$ cat src/rtl/qdma_pkg.sv
package qdma_pkg;

    typedef enum logic [1:0] {
        FLD_SRC  = 2'd0,
        FLD_DST  = 2'd1,
        FLD_CNT  = 2'd2,
        FLD_CTRL = 2'd3
    } fld_e;

    typedef enum logic [2:0] {
        SV_IDLE,
        SV_CHECK,
        SV_READ,
        SV_WRITE,
        SV_FINISH
    } svc_e;

    localparam int RUN_BIT = 31;

endpackage

$ cat src/rtl/qdma_chan_regs.sv
module qdma_chan_regs
    import qdma_pkg::*;
#(
    parameter int AW = 32,
    parameter int CW = 13,
    parameter int FW = 4
) (
    input  logic          clk,
    input  logic          rst_n,
    input  logic          sw_we,
    input  logic [1:0]    sw_field,
    input  logic [31:0]   sw_wdata,
    input  logic          stop,
    input  logic          fail_we,
    input  logic [FW-1:0] fail_val,
    input  logic          eng_upd,
    input  logic [AW-1:0] eng_src,
    input  logic [AW-1:0] eng_dst,
    input  logic [CW-1:0] eng_cnt,
    input  logic          eng_clr_run,
    input  logic          eng_dec_fail,
    output logic [AW-1:0] src,
    output logic [AW-1:0] dst,
    output logic [CW-1:0] cnt,
    output logic          run,
    output logic [FW-1:0] fail
);

    logic ctrl_wr;
    assign ctrl_wr = sw_we && (sw_field == FLD_CTRL);

    // pointers and count: the engine's write-back wins over software
    always_ff @(posedge clk or negedge rst_n) begin
        if (!rst_n) begin
            src <= '0;
            dst <= '0;
            cnt <= '0;
        end else if (eng_upd) begin
            src <= eng_src;
            dst <= eng_dst;
            cnt <= eng_cnt;
        end else if (sw_we) begin
            case (fld_e'(sw_field))
                FLD_SRC: src <= {sw_wdata[AW-1:2], 2'b00};
                FLD_DST: dst <= {sw_wdata[AW-1:2], 2'b00};
                FLD_CNT: cnt <= sw_wdata[CW-1:0];
                default: ;
            endcase
        end
    end

    // run flag: stop beats a control write, which beats an engine clear
    always_ff @(posedge clk or negedge rst_n) begin
        if (!rst_n) begin
            run <= 1'b0;
        end else if (stop) begin
            run <= 1'b0;
        end else if (ctrl_wr) begin
            run <= sw_wdata[RUN_BIT];
        end else if (eng_clr_run) begin
            run <= 1'b0;
        end
    end

    always_ff @(posedge clk or negedge rst_n) begin
        if (!rst_n) begin
            fail <= '0;
        end else if (fail_we) begin
            fail <= fail_val;
        end else if (eng_dec_fail) begin
            fail <= fail - FW'(1);
        end
    end

endmodule

$ cat src/rtl/qdma_flag_bank.sv
module qdma_flag_bank #(
    parameter int N = 4
) (
    input  logic         clk,
    input  logic         rst_n,
    input  logic [N-1:0] set,
    input  logic [N-1:0] clr,
    output logic [N-1:0] flags
);

    // a set in the same cycle as a clear leaves the flag high
    always_ff @(posedge clk or negedge rst_n) begin
        if (!rst_n) begin
            flags <= '0;
        end else begin
            flags <= (flags & ~clr) | set;
        end
    end

endmodule

$ cat src/rtl/qdma_svc_fsm.sv
module qdma_svc_fsm
    import qdma_pkg::*;
#(
    parameter int NCH   = 4,
    parameter int AW    = 32,
    parameter int CW    = 13,
    parameter int FW    = 4,
    parameter int BURST = 2048,
    localparam int CHW  = (NCH > 1) ? $clog2(NCH) : 1
) (
    input  logic           clk,
    input  logic           rst_n,
    input  logic           tick,
    input  logic [AW-1:0]  cv_src,
    input  logic [AW-1:0]  cv_dst,
    input  logic [CW-1:0]  cv_cnt,
    input  logic           cv_run,
    input  logic [FW-1:0]  cv_fail,
    input  logic [31:0]    mem_rdata,
    output logic [CHW-1:0] cur_ch,
    output logic           eng_upd,
    output logic [AW-1:0]  eng_src,
    output logic [AW-1:0]  eng_dst,
    output logic [CW-1:0]  eng_cnt,
    output logic           eng_clr_run,
    output logic           eng_dec_fail,
    output logic [NCH-1:0] set_done,
    output logic [NCH-1:0] set_err,
    output logic           mem_req,
    output logic           mem_we,
    output logic [AW-1:0]  mem_addr,
    output logic [3:0]     mem_be,
    output logic [31:0]    mem_wdata,
    output logic           tick_done
);

    localparam logic [CW-1:0] BURST_V = CW'(BURST);

    svc_e          state;
    svc_e          nstate;
    logic [AW-1:0] w_src;
    logic [AW-1:0] w_dst;
    logic [CW-1:0] w_cnt;
    logic [CW-1:0] left;
    logic [2:0]    step;
    logic          fail_hit;

    assign step     = (left < CW'(4)) ? left[2:0] : 3'd4;
    assign fail_hit = (cv_fail == FW'(1));

    // state register
    always_ff @(posedge clk or negedge rst_n) begin
        if (!rst_n) begin
            state <= SV_IDLE;
        end else begin
            state <= nstate;
        end
    end

    // transitions
    always_comb begin
        nstate = state;
        unique case (state)
            SV_IDLE:   if (tick) nstate = SV_CHECK;
            SV_CHECK: begin
                if (!cv_run || fail_hit || (cv_cnt == '0)) begin
                    nstate = SV_FINISH;
                end else begin
                    nstate = SV_READ;
                end
            end
            SV_READ:   nstate = SV_WRITE;
            SV_WRITE:  nstate = (left == CW'(step)) ? SV_FINISH : SV_READ;
            SV_FINISH: nstate = SV_IDLE;
            default:   nstate = SV_IDLE;
        endcase
    end

    // outputs
    always_comb begin
        eng_upd      = 1'b0;
        eng_src      = w_src + AW'(step);
        eng_dst      = w_dst + AW'(step);
        eng_cnt      = w_cnt - CW'(step);
        eng_clr_run  = 1'b0;
        eng_dec_fail = 1'b0;
        set_done     = '0;
        set_err      = '0;
        mem_req      = 1'b0;
        mem_we       = 1'b0;
        mem_addr     = '0;
        mem_be       = 4'h0;
        mem_wdata    = '0;
        tick_done    = 1'b0;
        unique case (state)
            SV_IDLE: ;
            SV_CHECK: begin
                if (cv_run) begin
                    eng_dec_fail = (cv_fail != '0);
                    if (fail_hit) begin
                        eng_clr_run     = 1'b1;
                        set_err[cur_ch] = 1'b1;
                    end else if (cv_cnt == '0) begin
                        eng_clr_run      = 1'b1;
                        set_done[cur_ch] = 1'b1;
                    end
                end
            end
            SV_READ: begin
                mem_req  = 1'b1;
                mem_addr = {w_src[AW-1:2], 2'b00};
            end
            SV_WRITE: begin
                mem_req   = 1'b1;
                mem_we    = 1'b1;
                mem_addr  = {w_dst[AW-1:2], 2'b00};
                mem_wdata = mem_rdata;
                mem_be    = 4'((5'd1 << step) - 5'd1);
                eng_upd   = 1'b1;
            end
            SV_FINISH: tick_done = 1'b1;
            default: ;
        endcase
    end

    // working copy of the channel under service and the rotation pointer
    always_ff @(posedge clk or negedge rst_n) begin
        if (!rst_n) begin
            w_src  <= '0;
            w_dst  <= '0;
            w_cnt  <= '0;
            left   <= '0;
            cur_ch <= '0;
        end else begin
            case (state)
                SV_CHECK: begin
                    w_src <= cv_src;
                    w_dst <= cv_dst;
                    w_cnt <= cv_cnt;
                    left  <= (cv_cnt > BURST_V) ? BURST_V : cv_cnt;
                end
                SV_WRITE: begin
                    w_src <= eng_src;
                    w_dst <= eng_dst;
                    w_cnt <= eng_cnt;
                    left  <= left - CW'(step);
                end
                SV_FINISH: begin
                    if (cur_ch == CHW'(NCH - 1)) begin
                        cur_ch <= '0;
                    end else begin
                        cur_ch <= cur_ch + CHW'(1);
                    end
                end
                default: ;
            endcase
        end
    end

endmodule

$ cat src/rtl/qdma_top.sv
module qdma_top
    import qdma_pkg::*;
#(
    parameter int NCH   = 4,
    parameter int AW    = 32,
    parameter int CW    = 13,
    parameter int FW    = 4,
    parameter int BURST = 2048,
    localparam int CHW  = (NCH > 1) ? $clog2(NCH) : 1
) (
    input  logic           clk,
    input  logic           rst_n,
    input  logic           reg_we,
    input  logic [CHW-1:0] reg_ch,
    input  logic [1:0]     reg_field,
    input  logic [31:0]    reg_wdata,
    input  logic [CHW-1:0] rd_ch,
    input  logic [1:0]     rd_field,
    output logic [31:0]    rd_data,
    input  logic           fail_we,
    input  logic [CHW-1:0] fail_ch,
    input  logic [FW-1:0]  fail_val,
    input  logic           stop_valid,
    input  logic [CHW-1:0] stop_ch,
    input  logic [NCH-1:0] done_clr,
    input  logic [NCH-1:0] err_clr,
    input  logic           tick,
    output logic           tick_done,
    output logic [NCH-1:0] busy,
    output logic [NCH-1:0] done_flags,
    output logic [NCH-1:0] err_flags,
    output logic           irq,
    output logic           mem_req,
    output logic           mem_we,
    output logic [AW-1:0]  mem_addr,
    output logic [3:0]     mem_be,
    output logic [31:0]    mem_wdata,
    input  logic [31:0]    mem_rdata
);

    logic [AW-1:0]  src_a  [NCH];
    logic [AW-1:0]  dst_a  [NCH];
    logic [CW-1:0]  cnt_a  [NCH];
    logic [FW-1:0]  fail_a [NCH];
    logic [NCH-1:0] run_v;

    logic [CHW-1:0] cur_ch;
    logic           eng_upd;
    logic [AW-1:0]  eng_src;
    logic [AW-1:0]  eng_dst;
    logic [CW-1:0]  eng_cnt;
    logic           eng_clr_run;
    logic           eng_dec_fail;
    logic [NCH-1:0] set_done;
    logic [NCH-1:0] set_err;

    for (genvar i = 0; i < NCH; i++) begin : g_chan
        logic sel;
        assign sel = (cur_ch == CHW'(i));
        qdma_chan_regs #(.AW(AW), .CW(CW), .FW(FW)) u_regs (
            .clk          (clk),
            .rst_n        (rst_n),
            .sw_we        (reg_we && (reg_ch == CHW'(i))),
            .sw_field     (reg_field),
            .sw_wdata     (reg_wdata),
            .stop         (stop_valid && (stop_ch == CHW'(i))),
            .fail_we      (fail_we && (fail_ch == CHW'(i))),
            .fail_val     (fail_val),
            .eng_upd      (eng_upd && sel),
            .eng_src      (eng_src),
            .eng_dst      (eng_dst),
            .eng_cnt      (eng_cnt),
            .eng_clr_run  (eng_clr_run && sel),
            .eng_dec_fail (eng_dec_fail && sel),
            .src          (src_a[i]),
            .dst          (dst_a[i]),
            .cnt          (cnt_a[i]),
            .run          (run_v[i]),
            .fail         (fail_a[i])
        );
    end

    qdma_svc_fsm #(
        .NCH(NCH), .AW(AW), .CW(CW), .FW(FW), .BURST(BURST)
    ) u_fsm (
        .clk          (clk),
        .rst_n        (rst_n),
        .tick         (tick),
        .cv_src       (src_a[cur_ch]),
        .cv_dst       (dst_a[cur_ch]),
        .cv_cnt       (cnt_a[cur_ch]),
        .cv_run       (run_v[cur_ch]),
        .cv_fail      (fail_a[cur_ch]),
        .mem_rdata    (mem_rdata),
        .cur_ch       (cur_ch),
        .eng_upd      (eng_upd),
        .eng_src      (eng_src),
        .eng_dst      (eng_dst),
        .eng_cnt      (eng_cnt),
        .eng_clr_run  (eng_clr_run),
        .eng_dec_fail (eng_dec_fail),
        .set_done     (set_done),
        .set_err      (set_err),
        .mem_req      (mem_req),
        .mem_we       (mem_we),
        .mem_addr     (mem_addr),
        .mem_be       (mem_be),
        .mem_wdata    (mem_wdata),
        .tick_done    (tick_done)
    );

    qdma_flag_bank #(.N(NCH)) u_done (
        .clk   (clk),
        .rst_n (rst_n),
        .set   (set_done),
        .clr   (done_clr),
        .flags (done_flags)
    );

    qdma_flag_bank #(.N(NCH)) u_err (
        .clk   (clk),
        .rst_n (rst_n),
        .set   (set_err),
        .clr   (err_clr),
        .flags (err_flags)
    );

    assign busy = run_v;
    assign irq  = |{done_flags, err_flags};

    always_comb begin
        rd_data = '0;
        case (fld_e'(rd_field))
            FLD_SRC: rd_data = 32'(src_a[rd_ch]);
            FLD_DST: rd_data = 32'(dst_a[rd_ch]);
            FLD_CNT: rd_data = 32'(cnt_a[rd_ch]);
            default: begin
                rd_data[RUN_BIT] = run_v[rd_ch];
                rd_data[FW-1:0]  = fail_a[rd_ch];
            end
        endcase
    end

endmodule

$ cat config.mk
export PLATFORM = sky130hd
export DESIGN_NAME = qdma_top
export DESIGN_NICKNAME = d
export VERILOG_FILES = /design/src/rtl/qdma_pkg.sv /design/src/rtl/qdma_chan_regs.sv /design/src/rtl/qdma_flag_bank.sv /design/src/rtl/qdma_svc_fsm.sv /design/src/rtl/qdma_top.sv
export SDC_FILE = /design/constraint.sdc
export NUM_CORES = 1
export LEC_CHECK = 0
export BUFFER_PORTS_ARGS = -buffer_cell sky130_fd_sc_hd__buf_2
export CORE_MARGIN = 2
export CORE_UTILIZATION = 55
export CTS_BUF_LIST = sky130_fd_sc_hd__clkbuf_16
export DETAILED_ROUTE_END_ITERATION = 16
export GPL_ROUTABILITY_DRIVEN = 0
export PLACE_DENSITY_LB_ADDON = 0.05
export SLEW_MARGIN = 20
export SYNTH_ARGS = -nofsm -noshare
export SYNTH_HDL_FRONTEND = slang
export SYNTH_SLANG_ARGS = --single-unit
$ cat constraint.sdc
create_clock -name clk -period 3.4 [get_ports clk]
set_input_delay 0 -clock clk [delete_from_list [all_inputs] [get_ports clk]]
set_output_delay 0 -clock clk [all_outputs]
set_load 0.02 [all_outputs]
# After elaboration in Yosys (flattened, before gate mapping)
# Cells that the tools add are included.
[op_classes]
n_addsub = 10
mul = 0
div_mod_pow = 0
magnitude_cmp = 7
eq_ne = 24
n_shift = 1
n_mux = 110
n_bitwise = 8
reduce_logical = 80
[ops]
columns = ["operator", "count"]
rows = [
  ["32-bit two-way mux", 27],
  ["32-bit binary-select mux with 2-bit select", 4],
  ["32-bit case mux with 2 select lines", 3],
  ["13-bit two-way mux", 14],
  ["27-bit case mux with 3 select lines", 1],
  ["4-bit two-way mux", 20],
  ["32-bit by 3-bit adder with 32-bit output", 2],
  ["13-bit binary-select mux with 2-bit select", 2],
  ["13-bit case mux with 2 select lines", 2],
  ["2-bit nonzero test", 21],
  ["1-bit logical AND", 29],
  ["13-bit by 3-bit subtractor with 13-bit output", 2],
  ["1-bit two-way mux", 24],
  ["2-bit AND reduction", 12],
  ["2-bit equality test, second input constant", 11],
  ["4-bit by 1-bit subtractor with 4-bit output, second input constant", 5],
  ["4-bit binary-select mux with 2-bit select", 2],
  ["13-bit by 3-bit equality test with 1-bit output", 1],
  ["13-bit by 12-bit > comparator with 1-bit output, second input constant", 1],
  ["13-bit zero test", 1],
  ["13-bit by 3-bit less-than comparator with 1-bit output, second input constant", 1],
  ["2-bit by 1-bit equality test with 1-bit output, second input constant", 6],
  ["2-bit zero test", 6],
  ["3-bit two-way mux", 4],
  ["27 further kinds", 39],
]
[word_totals]
ff_bits = 431
latchBits = 0
ramBits = 0
romBits = 0
input_bits = 94
output_inout_bits = 116
wordCells = 268
n_memories = 0

# Longest topological paths before layout
# Gate-level depths: netlist (run 1).
[logic_depth]
word_depth = 13
ltp_mapped = 14
depth_no_buf = 12

# Modules after synthesis
# Synthesis (run 1) repeated with hierarchy kept, for this count alone.
[unflattened]
hier_cells = 3130
area_unflattened_um2 = 28546.1
[by_module_without_submodules]
columns = ["mod", "n_inst", "cells_each", "area_each_um2", "seq_area_each_um2"]
rows = [
  ["qdma_chan_regs", 4, 445, 3910.0, 2052.0],
  ["qdma_svc_fsm", 1, 997, 7966.4, 2377.3],
  ["qdma_top", 1, 329, 4649.5, 0.0],
  ["qdma_flag_bank", 2, 12, 145.1, 100.1],
]

# Worst setup path after synthesis (run 1)
# Ideal clock, no wire load.
[synth_path]
kind = "reg-to-reg"
start = "reg u_fsm.left[3]"
end = "reg g_chan[0].u_regs.src[31]"
setup_ns = 0.132
t_arrival_ns = 3.369
required_time_ns = 3.268
setup_slack_ns = -0.101
path_stages_with_launch = 15
path_buffers = 2
period_less_slack_ns = 3.501
cell_sequence = "dfrtp_1 > or4_1 > clkbuf_1 > nor3_2 > nand2_1 > inv_2 > nand2_1 > inv_1 > ha_1 > a211oi_1 > or2_2 > buf_2 > or4_4 > xor2_1 > o21ai_0"
[synth_between]
elab_chain_cells = 4
[synth_lines]
columns = ["item", "line_no", "text"]
rows = [
  ["from (decl)", "qdma_svc_fsm.sv:44", "logic [CW-1:0] left;"],
  ["from (signal assigned)", "qdma_svc_fsm.sv:140", "left <= (cv_cnt > BURST_V) ? BURST_V : cv_cnt;"],
  ["from (signal assigned)", "qdma_svc_fsm.sv:146", "left <= left - CW'(step);"],
  ["13-bit by 3-bit less-than comparator with 1-bit output", "qdma_svc_fsm.sv:48", "assign step = (left < CW'(4)) ? left[2:0] : 3'd4;"],
  ["3-bit two-way mux", "qdma_svc_fsm.sv:48", ""],
  ["32-bit by 3-bit adder with 32-bit output", "qdma_svc_fsm.sv:82", "eng_src = w_src + AW'(step);"],
  ["32-bit two-way mux", "qdma_chan_regs.sv:38", "end else if (eng_upd) begin"],
  ["to (signal assigned)", "qdma_chan_regs.sv:39", "src <= eng_src;"],
  ["to (signal assigned)", "qdma_chan_regs.sv:44", "FLD_SRC: src <= {sw_wdata[AW-1:2], 2'b00};"],
  ["to (decl)", "qdma_chan_regs.sv:22", "output logic [AW-1:0] src,"],
]
# No other way between the ends.
# A chain may end at the register's enable or synchronous reset.

# Worst setup path in the final report (run 1)
[layout_path]
start = "reg u_fsm.left[6]"
end = "reg u_fsm.w_dst[30]"
[layout_between]
elab_chain_cells = 4
[layout_lines]
columns = ["item", "line_no", "text"]
rows = [
  ["13-bit by 3-bit less-than comparator with 1-bit output", "qdma_svc_fsm.sv:48", ""],
  ["3-bit two-way mux", "qdma_svc_fsm.sv:48", ""],
  ["32-bit by 3-bit adder with 32-bit output", "qdma_svc_fsm.sv:83", "eng_dst = w_dst + AW'(step);"],
  ["32-bit case mux with 2 select lines", "qdma_svc_fsm.sv:135", "case (state)"],
  ["to (signal assigned)", "qdma_svc_fsm.sv:138", "w_dst <= cv_dst;"],
  ["to (signal assigned)", "qdma_svc_fsm.sv:144", "w_dst <= eng_dst;"],
  ["to (decl)", "qdma_svc_fsm.sv:42", "logic [AW-1:0] w_dst;"],
]
# No other way between the ends.

==> results of run 1 <==
## cells by family (layout without fill, tap and decap cells)
family | Yosys count | after routing | share of synthesized area
xor gates and xnor gates | 74 | 74 | 0.0232
adders and majority gates | 22 | 22 | 0.0107
and+or+nand+nor | 780 | 780 | 0.136
other | 2 | 3 | 0.000269
AOI/OAI and AO/OA | 662 | 662 | 0.142
buffers and inverters | 314 | 556 | 0.0461
DFF | 431 | 431 | 0.386
muxes | 484 | 484 | 0.256
## registers in the layout, indices dropped and copies added, names as in the netlist
register            count
g_chan.u_regs.cnt      52
g_chan.u_regs.dst     128
g_chan.u_regs.fail     16
g_chan.u_regs.run       4
g_chan.u_regs.src     128
u_done.flags            4
u_err.flags             4
u_fsm.cur_ch            2
u_fsm.left             13
u_fsm.state             3
u_fsm.w_cnt            13
u_fsm.w_dst            32
u_fsm.w_src            32
## power by group
group,switching (uW),internal [uW],leakage [uW]
registers,2520,7510,0.00500
logic,7490,6690,0.00813
clock network,2290,3070,0.000812
total,12300,17300,0.0139
## per-layer routing
layer,global-route usage,part of all wire,vias to the layer above,wire length (um)
li1,-,-,10597,-
met1,0.502,0.42,12196,39100
met2,0.563,0.47,1207,43500
met3,0.0523,0.082,196,7610
met4,0.119,0.032,2,2970
met5,0,0.00013,-,12
## synthesized netlist by cell type, drive strengths merged (12+ instances only)
library cell	number	share of area
or3	12	0.0027
a22oi	24	0.0065
nand4	20	0.0045
xor2	35	0.011
o211ai	17	0.0046
buf	88	0.016
nor2b	70	0.016
and4	13	0.0041
nor3	39	0.0074
dfrtp	431	0.39
nand2	348	0.047
ha	19	0.0085
nand3	45	0.0081
xnor2	39	0.012
o22ai	51	0.011
nor4	24	0.0072
a211oi	86	0.023
a22o	25	0.0078
a31oi	20	0.0045
and3	51	0.011
o21ai	270	0.048
a21oi	127	0.023
mux2	172	0.069
nor2	110	0.015
mux2i	146	0.052
clkbuf	183	0.025
mux4	166	0.13
inv	42	0.0056
## stage by stage
stage               total power (uW)  TNS [ps]
floorplan                      19200         0
global placement               23300         0
detailed placement             23800      -168
CTS                            29300         0
global route                   31300     -79.8
finish                         29600         0
## worst max-delay path by stage
| stage | startpoint | endpoint |
|---|---|---|
| global route | u_fsm.left[6]$_DFFE_PN0P_ | g_chan[0].u_regs.dst[26]$_DFFE_PN0P_ |
| CTS | u_fsm.left[6]$_DFFE_PN0P_ | g_chan[1].u_regs.dst[30]$_DFFE_PN0P_ |
| detailed placement | u_fsm.left[6]$_DFFE_PN0P_ | g_chan[0].u_regs.dst[24]$_DFFE_PN0P_ |
| global placement | u_fsm.left[6]$_DFFE_PN0P_ | g_chan[0].u_regs.src[13]$_DFFE_PN0P_ |
| floorplan | u_fsm.left[3]$_DFFE_PN0P_ | g_chan[0].u_regs.src[31]$_DFFE_PN0P_ |
| finish | u_fsm.left[6]$_DFFE_PN0P_ | u_fsm.w_dst[30]$_DFFE_PN0P_ |
## worst max-delay path, delay by kind of cell (launching register included)
kind	cells	cell delay, ps
buffers and inverters	3	450
muxes	1	190
and+or+nand+nor	6	1420
DFF	1	390
AOI/OAI and AO/OA	2	250
adders and majority gates	2	420
## cell type report
cell class | instances | share of cell area
clock inverters | 42 | 0.0106
well taps | 672 | 0.0258
flip-flops and latches | 431 | 0.332
clock buffers | 49 | 0.0377
repair buffers | 422 | 0.0939
inverters | 43 | 0.00504
multi-input cells | 2025 | 0.495
## timing repair
item,in CTS,in global routing
gates resized for setup,4,28
setup buffers,1,0
endpoints found under the hold margin,388,0
hold buffers,70,0
pin swaps,1,1
endpoints found under the setup margin,20,182
==> flow_summary_export.csv, run 1 <==
group,metric,value,unit
outcome,status,"completed",
sta,finalSetupViolCount,0,
clocking,htreeDepth,2,
setup_path,r2r-start,"u_fsm.left[6]$_DFFE_PN0P_",
setup_path,crit_path_end_kind,"flip-flop",
final_layout,fin_util,0.649,
synth,synth_edf_count,0,
final_layout,num_antenna_cells,0,
final_layout,final_common_cell,"dfrtp_1",
floorplanning,fp.dieW,229,um
power_and_ir_drop,p_per_area,908,mW/mm2
sta,fin_crit,3260,ps
global_routing,overflow,0,
final_layout,fillers,4043,
final_layout,design_area,0.0326,mm2
setup_path,r2r_cells,14,
clocking,clock_latency,610,ps
final_layout,multi_input_area,0.0161,mm2
clocking,cts-buffers-inserted,49,
synth,async_flop_share,1.00,
final_layout,final_cells,3684,
place,dp_slack,-43.7,ps
floorplanning,rows,82,
setup_path,crit_chain,"or4_1 > nor3_2 > nand2_2 > inv_2 > and2_4 > ha_1 > fa_2 > a21o_1 > nand4_1 > buf_4 > nor4_1 > buf_4 > mux2i_1 > a21oi_1",
synth,synthCells,2769,
clocking,cts_root_buf,"clkbuf_16",
synth,ys_warn_count,0,
setup_path,arrival,3740,ps
setup_path,slowest_delay,570,ps
floorplanning,core,0.0502,mm2
floorplanning,pin_count,210,
place,dp_cells,3522,
setup_path,cp.required,3880,ps
job,drv_cap,0,
routing,vias_per_cell,6.57,
clocking,cts_max_path_buffers,3,
sta,clock_skew,25.1,ps
final_layout,final_layout_size_suffix_gt1_frac,0.275,
setup_path,crit_fanout,4,
global_routing,antenna_found_initial,2,
sta,finalHoldViolCount,0,
global_routing,grt_pass1_wl,143000,um
sta,slew_headroom,0.281,
final_layout,layout.nets,3088,
clocking,tritoncts,"done",
routing,num_vias,24198,
sta,worstMarginPinSlew,1080,ps
synth,syn-cell-area,0.0279,mm2
floorplanning,die_y,229,um
routing,drt-wirelength-per-cell,25.3,um
setup_path,cpMaxStageDelayCell,"or4_1",
power_and_ir_drop,cellLeakagePower,0.0139,uW
sta,slew_viol_final,0,
place,placed_area,0.0301,mm2
setup_path,r2r-end,"u_fsm.w_dst[30]$_DFFE_PN0P_",
routing,drtAntennaViolNets,0,
synth,synth-seq-cells,431,
synth,synth_seq_area_share,0.386,
clocking,clock-sinks,431,
setup_path,criticalPathCategory,"reg -> reg",
global_routing,grt_usage,0.354,
floorplanning,dieArea,0.0526,mm2
synth,synth.avg_cell_area,10.1,um2
synth,synth_cell_types,67,
sta,whs,32.1,ps
final_layout,register_area,0.0108,mm2
sta,finalWorstSetupSlack,138,ps
clocking,clk_pin_slew_worst_paths,60,ps
sta,fmax,0.307,GHz
global_routing,grt_max_degree,95,
final_layout,final_cell_mix,"dfrtp_1, nand2_1, o21ai_0, buf_2, mux2_2",
global_routing,grt_pass1_vias,23592,
sta,fin_crit_sh,0.959,
place,hpwl,59800,um
routing,drt_iter0_markers,2284,
synth,ys.flop_type,"dfrtp_1",
min_path,min_path_type,"in -> async",
routing,routed_wl,93200,um
routing,route.detailed.drc,0,
setup_path,cp_common_cell,"buf_4",
setup_path,setup.worst_path.start_class,"flip-flop",
final_layout,area_delta_synth_final,16.6,%
setup_path,r2r_setup_slack,140,ps
power_and_ir_drop,peakVddDrop,0.000567,V
routing,first_pass_iters,6,
floorplanning,start_util,0.556,
place,io_buffers,207,
No activity file was read; power rests on OpenSTA's default activity.
==> inputs of run 2 (changes only) <==
==> constraint.sdc (replaced) <==
create_clock -name clk -period 2.8 [get_ports clk]
set_input_delay 0 -clock clk [delete_from_list [all_inputs] [get_ports clk]]
set_output_delay 0 -clock clk [all_outputs]
set_load 0.02 [all_outputs]
==> flow_summary_export.csv, run 2 (same netlist as run 1, synthesis figures left out) <==
group,metric,value,unit
outcome,status,"complete, but fails checks",
outcome,violations,"negative hold slack, negative setup slack",
setup_path,arrival,3580,ps
clocking,clk_pin_slew_worst_paths,60,ps
setup_path,r2r_cells,13,
final_layout,reg_top3,"g_chan.u_regs.dst (128), g_chan.u_regs.src (128), g_chan.u_regs.cnt (52)",
floorplanning,rows,82,
place,hpwl,61500,um
final_layout,design_area,0.0350,mm2
global_routing,grt_pass1_vias,24872,
global_routing,grt_usage,0.371,
floorplanning,fp.dieW,229,um
setup_path,crit_path_end_kind,"flip-flop",
setup_path,r2r_setup_slack,-310,ps
final_layout,num_antenna_cells,0,
sta,finalWorstSetupSlack,-307,ps
final_layout,fillers,3700,
final_layout,register_area,0.0108,mm2
sta,fin_crit,3110,ps
sta,worstMarginPinSlew,1050,ps
clocking,clock-sinks,431,
global_routing,antenna_found_initial,0,
routing,drt-wirelength-per-cell,26.1,um
final_layout,area_delta_synth_final,25.5,%
power_and_ir_drop,p_per_area,1100,mW/mm2
final_layout,multi_input_area,0.0178,mm2
sta,slew_viol_final,0,
job,drv_cap,0,
min_path,min_path_type,"in -> async",
setup_path,crit_start,"u_fsm.left[6]$_DFFE_PN0P_",
clocking,htreeDepth,2,
setup_path,criticalPathCategory,"reg -> reg",
floorplanning,dieArea,0.0526,mm2
global_routing,overflow,0,
routing,drt_iter0_markers,2684,
sta,finalHoldViolCount,13,
sta,fmax,0.322,GHz
power_and_ir_drop,cellLeakagePower,0.0149,uW
place,placed_area,0.0312,mm2
sta,fin_crit_sh,1.11,
floorplanning,core,0.0502,mm2
final_layout,fin_util,0.698,
setup_path,crit_fanout,4,
routing,drtAntennaViolNets,0,
sta,slew_headroom,0.300,
sta,finalSetupViolCount,329,
power_and_ir_drop,peakVddDrop,0.000703,V
floorplanning,die_y,229,um
setup_path,r2r-start,"u_fsm.left[6]$_DFFE_PN0P_",
floorplanning,start_util,0.556,
clocking,cts-buffers-inserted,50,
clocking,clock_latency,610,ps
clocking,cts_max_path_buffers,3,
place,io_buffers,207,
setup_path,cp.required,3270,ps
sta,whs,-45.8,ps
final_layout,final_common_cell,"dfrtp_1",
routing,num_vias,25005,
routing,vias_per_cell,6.65,
routing,first_pass_iters,5,
clocking,tritoncts,"done",
sta,clock_skew,15.0,ps
floorplanning,pin_count,210,
power_and_ir_drop,totalPowerFinal,38600,uW
final_layout,final_layout_size_suffix_gt1_frac,0.353,
setup_path,setup.worst_path.start_class,"flip-flop",
setup_path,r2r-end,"u_fsm.w_dst[26]$_DFFE_PN0P_",
sta,rsz0062_at_grt,"yes",
routing,routed_wl,98000,um
routing,route.detailed.drc,0,
global_routing,grt_pass1_wl,150000,um
final_layout,final_cell_mix,"dfrtp_1, nand2_1, buf_2, mux2_2, mux4_2",
final_layout,layout.nets,3165,
clocking,cts_root_buf,"clkbuf_16",
global_routing,grt_max_degree,80,
run 2: cell count changes in the layout (fill, tap and decap cells not counted), sizes merged:
cell	delta
inv	+2
dlygate4sd3	-2
clkinvlp	-3
buf	+74
clkbuf	+5
bufinv	-5
clkinv	+1
and4	+3
run 2: final cells by class:
| type | count | area share |
|---|---|---|
| clock inverter | 37 | 0.00493 |
| inverter | 43 | 0.00489 |
| multi-input combinational | 2028 | 0.508 |
| sequential | 431 | 0.308 |
| tap | 672 | 0.0240 |
| clock buffer | 53 | 0.0379 |
| timing repair buffer | 495 | 0.112 |
run 2: repair_timing:
item                       in CTS  in global routing
hold endpoints to repair      581                  0
pin swaps                     112                 76
hold buffers                   68                  0
buffers inserted               17                 17
resized for setup             216                158
cloned                          2                  2
setup endpoints to repair     341                354
run 2: routing by layer:
layer	routed length (um)	GRT usage	vias up	share of wire
li1	-	-	10786	-
met1	39100	0.517	12609	0.40
met2	46400	0.590	1362	0.47
met3	8990	0.0616	248	0.092
met4	3540	0.136	0	0.036
met5	0	0	-	0
run 2: power breakdown:
group | internal, uW | switching (uW)
Sequential | 9120 | 3020
Combinational | 9730 | 10600
Clock | 3460 | 2710
Total | 22300 | 16300
run 2: worst max-delay path, stage by stage, from the launching register on:
cell and delay [ps]:
dfrtp_1 380, or4_4 560, nor3_4 190, nand2_2 110, inv_4 60, and2_4 190
ha_4 160, fa_2 210, a21o_1 150, nand4_1 120, buf_6 180, nor4_4 350
mux2i_1 240, a21oi_1 80
run 2: how the worst max path moves through the flow:
| stage | cells past startpoint | endpoint |
|---|---|---|
| CTS | 13 | u_fsm.w_dst[26]$_DFFE_PN0P_ |
| floorplan | 13 | g_chan[2].u_regs.dst[24]$_DFFE_PN0P_ |
| global route | 14 | u_fsm.w_dst[24]$_DFFE_PN0P_ |
| finish | 13 | u_fsm.w_dst[26]$_DFFE_PN0P_ |
| detailed placement | 13 | g_chan[3].u_regs.dst[30]$_DFFE_PN0P_ |
| global placement | 13 | g_chan[0].u_regs.dst[26]$_DFFE_PN0P_ |
run 2: stage by stage:
stage | hold WS [ps] | std cells | setup slack, ps | TNS, ps
after floorplan | -296 | 2770 | -372 | -45770
after global placement | 53.6 | 3578 | -364 | -65260
after detailed placement | 55.4 | 3578 | -428 | -77970
after CTS | 10.6 | 3747 | -312 | -50540
after global routing | 61.1 | 3759 | -453 | -94690
final | -45.8 | 3759 | -307 | -47810
==> inputs of run 3 (changes only) <==
--- a/config.mk
+++ b/config.mk
@@ -8,7 +8,6 @@
 export BUFFER_PORTS_ARGS = -buffer_cell sky130_fd_sc_hd__buf_2
 export CORE_MARGIN = 2
 export CORE_UTILIZATION = 55
-export CTS_BUF_LIST = sky130_fd_sc_hd__clkbuf_16
 export DETAILED_ROUTE_END_ITERATION = 16
 export GPL_ROUTABILITY_DRIVEN = 0
 export PLACE_DENSITY_LB_ADDON = 0.05
==> flow_summary_export.csv, run 3 (same netlist as run 1, synthesis figures left out) <==
group,metric,value,unit
outcome,status,"complete, but fails checks",
outcome,violations,"negative hold slack, negative setup slack",
sta,finalWorstSetupSlack,-324,ps
final_layout,final_cells,3756,
clocking,cts_max_path_buffers,3,
routing,first_pass_iters,6,
sta,whs,-23.2,ps
setup_path,r2r_setup_slack,-320,ps
final_layout,layout.nets,3162,
global_routing,grt_usage,0.371,
power_and_ir_drop,pwr-share-comb,0.518,
clocking,tritoncts,"done",
clocking,clk_pin_slew_worst_paths,60,ps
setup_path,criticalPathCategory,"reg -> reg",
setup_path,cp.required,3270,ps
routing,route.detailed.drc,0,
routing,num_vias,25057,
job,drv_cap,0,
global_routing,overflow,0,
power_and_ir_drop,power.internal,22600,uW
sta,slew_headroom,0.304,
min_path,min_path_type,"in -> async",
sta,clock_skew,18.6,ps
power_and_ir_drop,p_sw,16200,uW
final_layout,area_delta_synth_final,25.3,%
sta,worstMarginPinSlew,1040,ps
sta,finalHoldViolCount,4,
place,io_buffers,207,
setup_path,crit_path_end_kind,"flip-flop",
floorplanning,die_y,229,um
place,hpwl,61500,um
power_and_ir_drop,p_per_area,1110,mW/mm2
setup_path,arrival,3590,ps
final_layout,final_common_cell,"dfrtp_1",
clocking,htreeDepth,2,
routing,drt-wirelength-per-cell,26.1,um
sta,rsz0062_at_grt,"yes",
final_layout,num_antenna_cells,0,
final_layout,fin_util,0.697,
global_routing,grt_pass1_vias,24819,
place,dp_cells,3578,
clocking,clock-sinks,431,
floorplanning,dieArea,0.0526,mm2
global_routing,grt_pass1_wl,150000,um
sta,fin_tns_setup,-50440,ps
floorplanning,core,0.0502,mm2
final_layout,final_cell_mix,"dfrtp_1, nand2_1, buf_2, mux2_2, mux4_2",
routing,drtAntennaViolNets,0,
floorplanning,fp.dieW,229,um
power_and_ir_drop,switching_share,0.418,
sta,slew_viol_final,0,
power_and_ir_drop,cellLeakagePower,0.0148,uW
sta,fin_crit,3120,ps
routing,drt_iter0_markers,2597,
routing,routed_wl,98100,um
floorplanning,rows,82,
final_layout,final_layout_size_suffix_gt1_frac,0.348,
power_and_ir_drop,power_frac_clock,0.170,
sta,fmax,0.320,GHz
routing,vias_per_cell,6.67,
clocking,cts-buffers-inserted,50,
global_routing,grt_max_degree,80,
power_and_ir_drop,peakVddDrop,0.000711,V
sta,fin_crit_sh,1.12,
setup_path,crit_fanout,4,
floorplanning,start_util,0.556,
clocking,cts_root_buf,"clkbuf_16",
final_layout,design_area,0.0350,mm2
sta,finalSetupViolCount,331,
clocking,clock_latency,610,ps
setup_path,setup.worst_path.start_class,"flip-flop",
floorplanning,pin_count,210,
global_routing,antenna_found_initial,0,
place,placed_area,0.0312,mm2
final_layout,reg_top3,"g_chan.u_regs.dst (128), g_chan.u_regs.src (128), g_chan.u_regs.cnt (52)",
power_and_ir_drop,seq_power_share,0.312,
==> run 3: cell types whose count changed in the layout (fill, tap and decap cells not counted), sizes merged <==
cell,change
inv,-17
clkinv,-13
buf,-2
clkbuf,+29
==> run 3: repair_timing <==
| item | in CTS | in global routing |
|---|---|---|
| setup endpoints to repair | 341 | 355 |
| pin swaps | 110 | 56 |
| cloned | 0 | 4 |
| buffers inserted | 16 | 16 |
| hold buffers | 68 | 0 |
| gates resized for setup | 224 | 108 |
| hold endpoints to repair | 583 | 0 |
==> run 3: power by group through the flow <==
| stage | logic, uW | registers [uW] | clock network (uW) |
|---|---|---|---|
| floorplan | 13200 | 10700 | 0 |
| global placement | 17700 | 11700 | 0 |
| detailed placement | 18100 | 11900 | 0 |
| CTS | 19200 | 12000 | 6650 |
| global route | 21500 | 12500 | 6900 |
| finish | 20100 | 12100 | 6610 |
==> run 3: layout make-up <==
cell class                 instances  area (um2)
multi-input combinational       2028       17600
fill                            3712       15200
sequential                       431       10800
timing repair buffer             492        3880
clock buffer                      83        1570
tap                              672         841
inverter                          43         171
clock inverter                     7        60.1
==> run 3: path summary, 6_finish.rpt <==
| path | startpoint | to | depth (start not counted) |
|---|---|---|---|
| setup / recovery | u_fsm.left[6]$_DFFE_PN0P_ | u_fsm.w_dst[26]$_DFFE_PN0P_ | 13 |
| hold / removal | rst_n | u_err.flags[0]$_DFF_PN0_ | 2 |
| setup reg to reg | u_fsm.left[6]$_DFFE_PN0P_ | u_fsm.w_dst[26]$_DFFE_PN0P_ | 13 |
| min in group clk | fail_val[1] | g_chan[0].u_regs.fail[1]$_DFFE_PN0P_ | 4 |
| hold reg to reg | g_chan[2].u_regs.src[1]$_DFFE_PN0P_ | g_chan[2].u_regs.src[1]$_DFFE_PN0P_ | 1 |
| max in group asynchronous | rst_n | g_chan[1].u_regs.cnt[7]$_DFFE_PN0P_ | 3 |
==> run 3: stage by stage <==
stage | hold WS (ps) | power (uW) | setup slack [ps]
2_1_floorplan | -296 | 23800 | -372
3_3_place_gp | 53.6 | 29400 | -364
3_5_place_dp | 55.4 | 30000 | -428
4_1_cts | 10.3 | 37900 | -311
5_1_grt | 53.3 | 40900 | -465
6_report | -23.2 | 38800 | -324
==> run 3: critical path, stage by stage (launching register included) <==
cell and delay, ps:
dfrtp_1 370, or4_4 560, nor3_4 180, nand2_2 110, inv_4 60, and2_4 190
ha_4 160, fa_2 220, a21o_1 140, nand4_1 120, buf_6 180, nor4_4 350
mux2i_1 250, a21oi_1 80
==> run 3: per-layer routing <==
metal	GRT usage	up-vias	wire length, um	share of wire
met5	0	-	0	0
met4	0.139	0	3650	0.037
met3	0.0524	253	8490	0.087
met2	0.589	1429	46000	0.47
met1	0.522	12574	40000	0.41
li1	-	10801	-	-
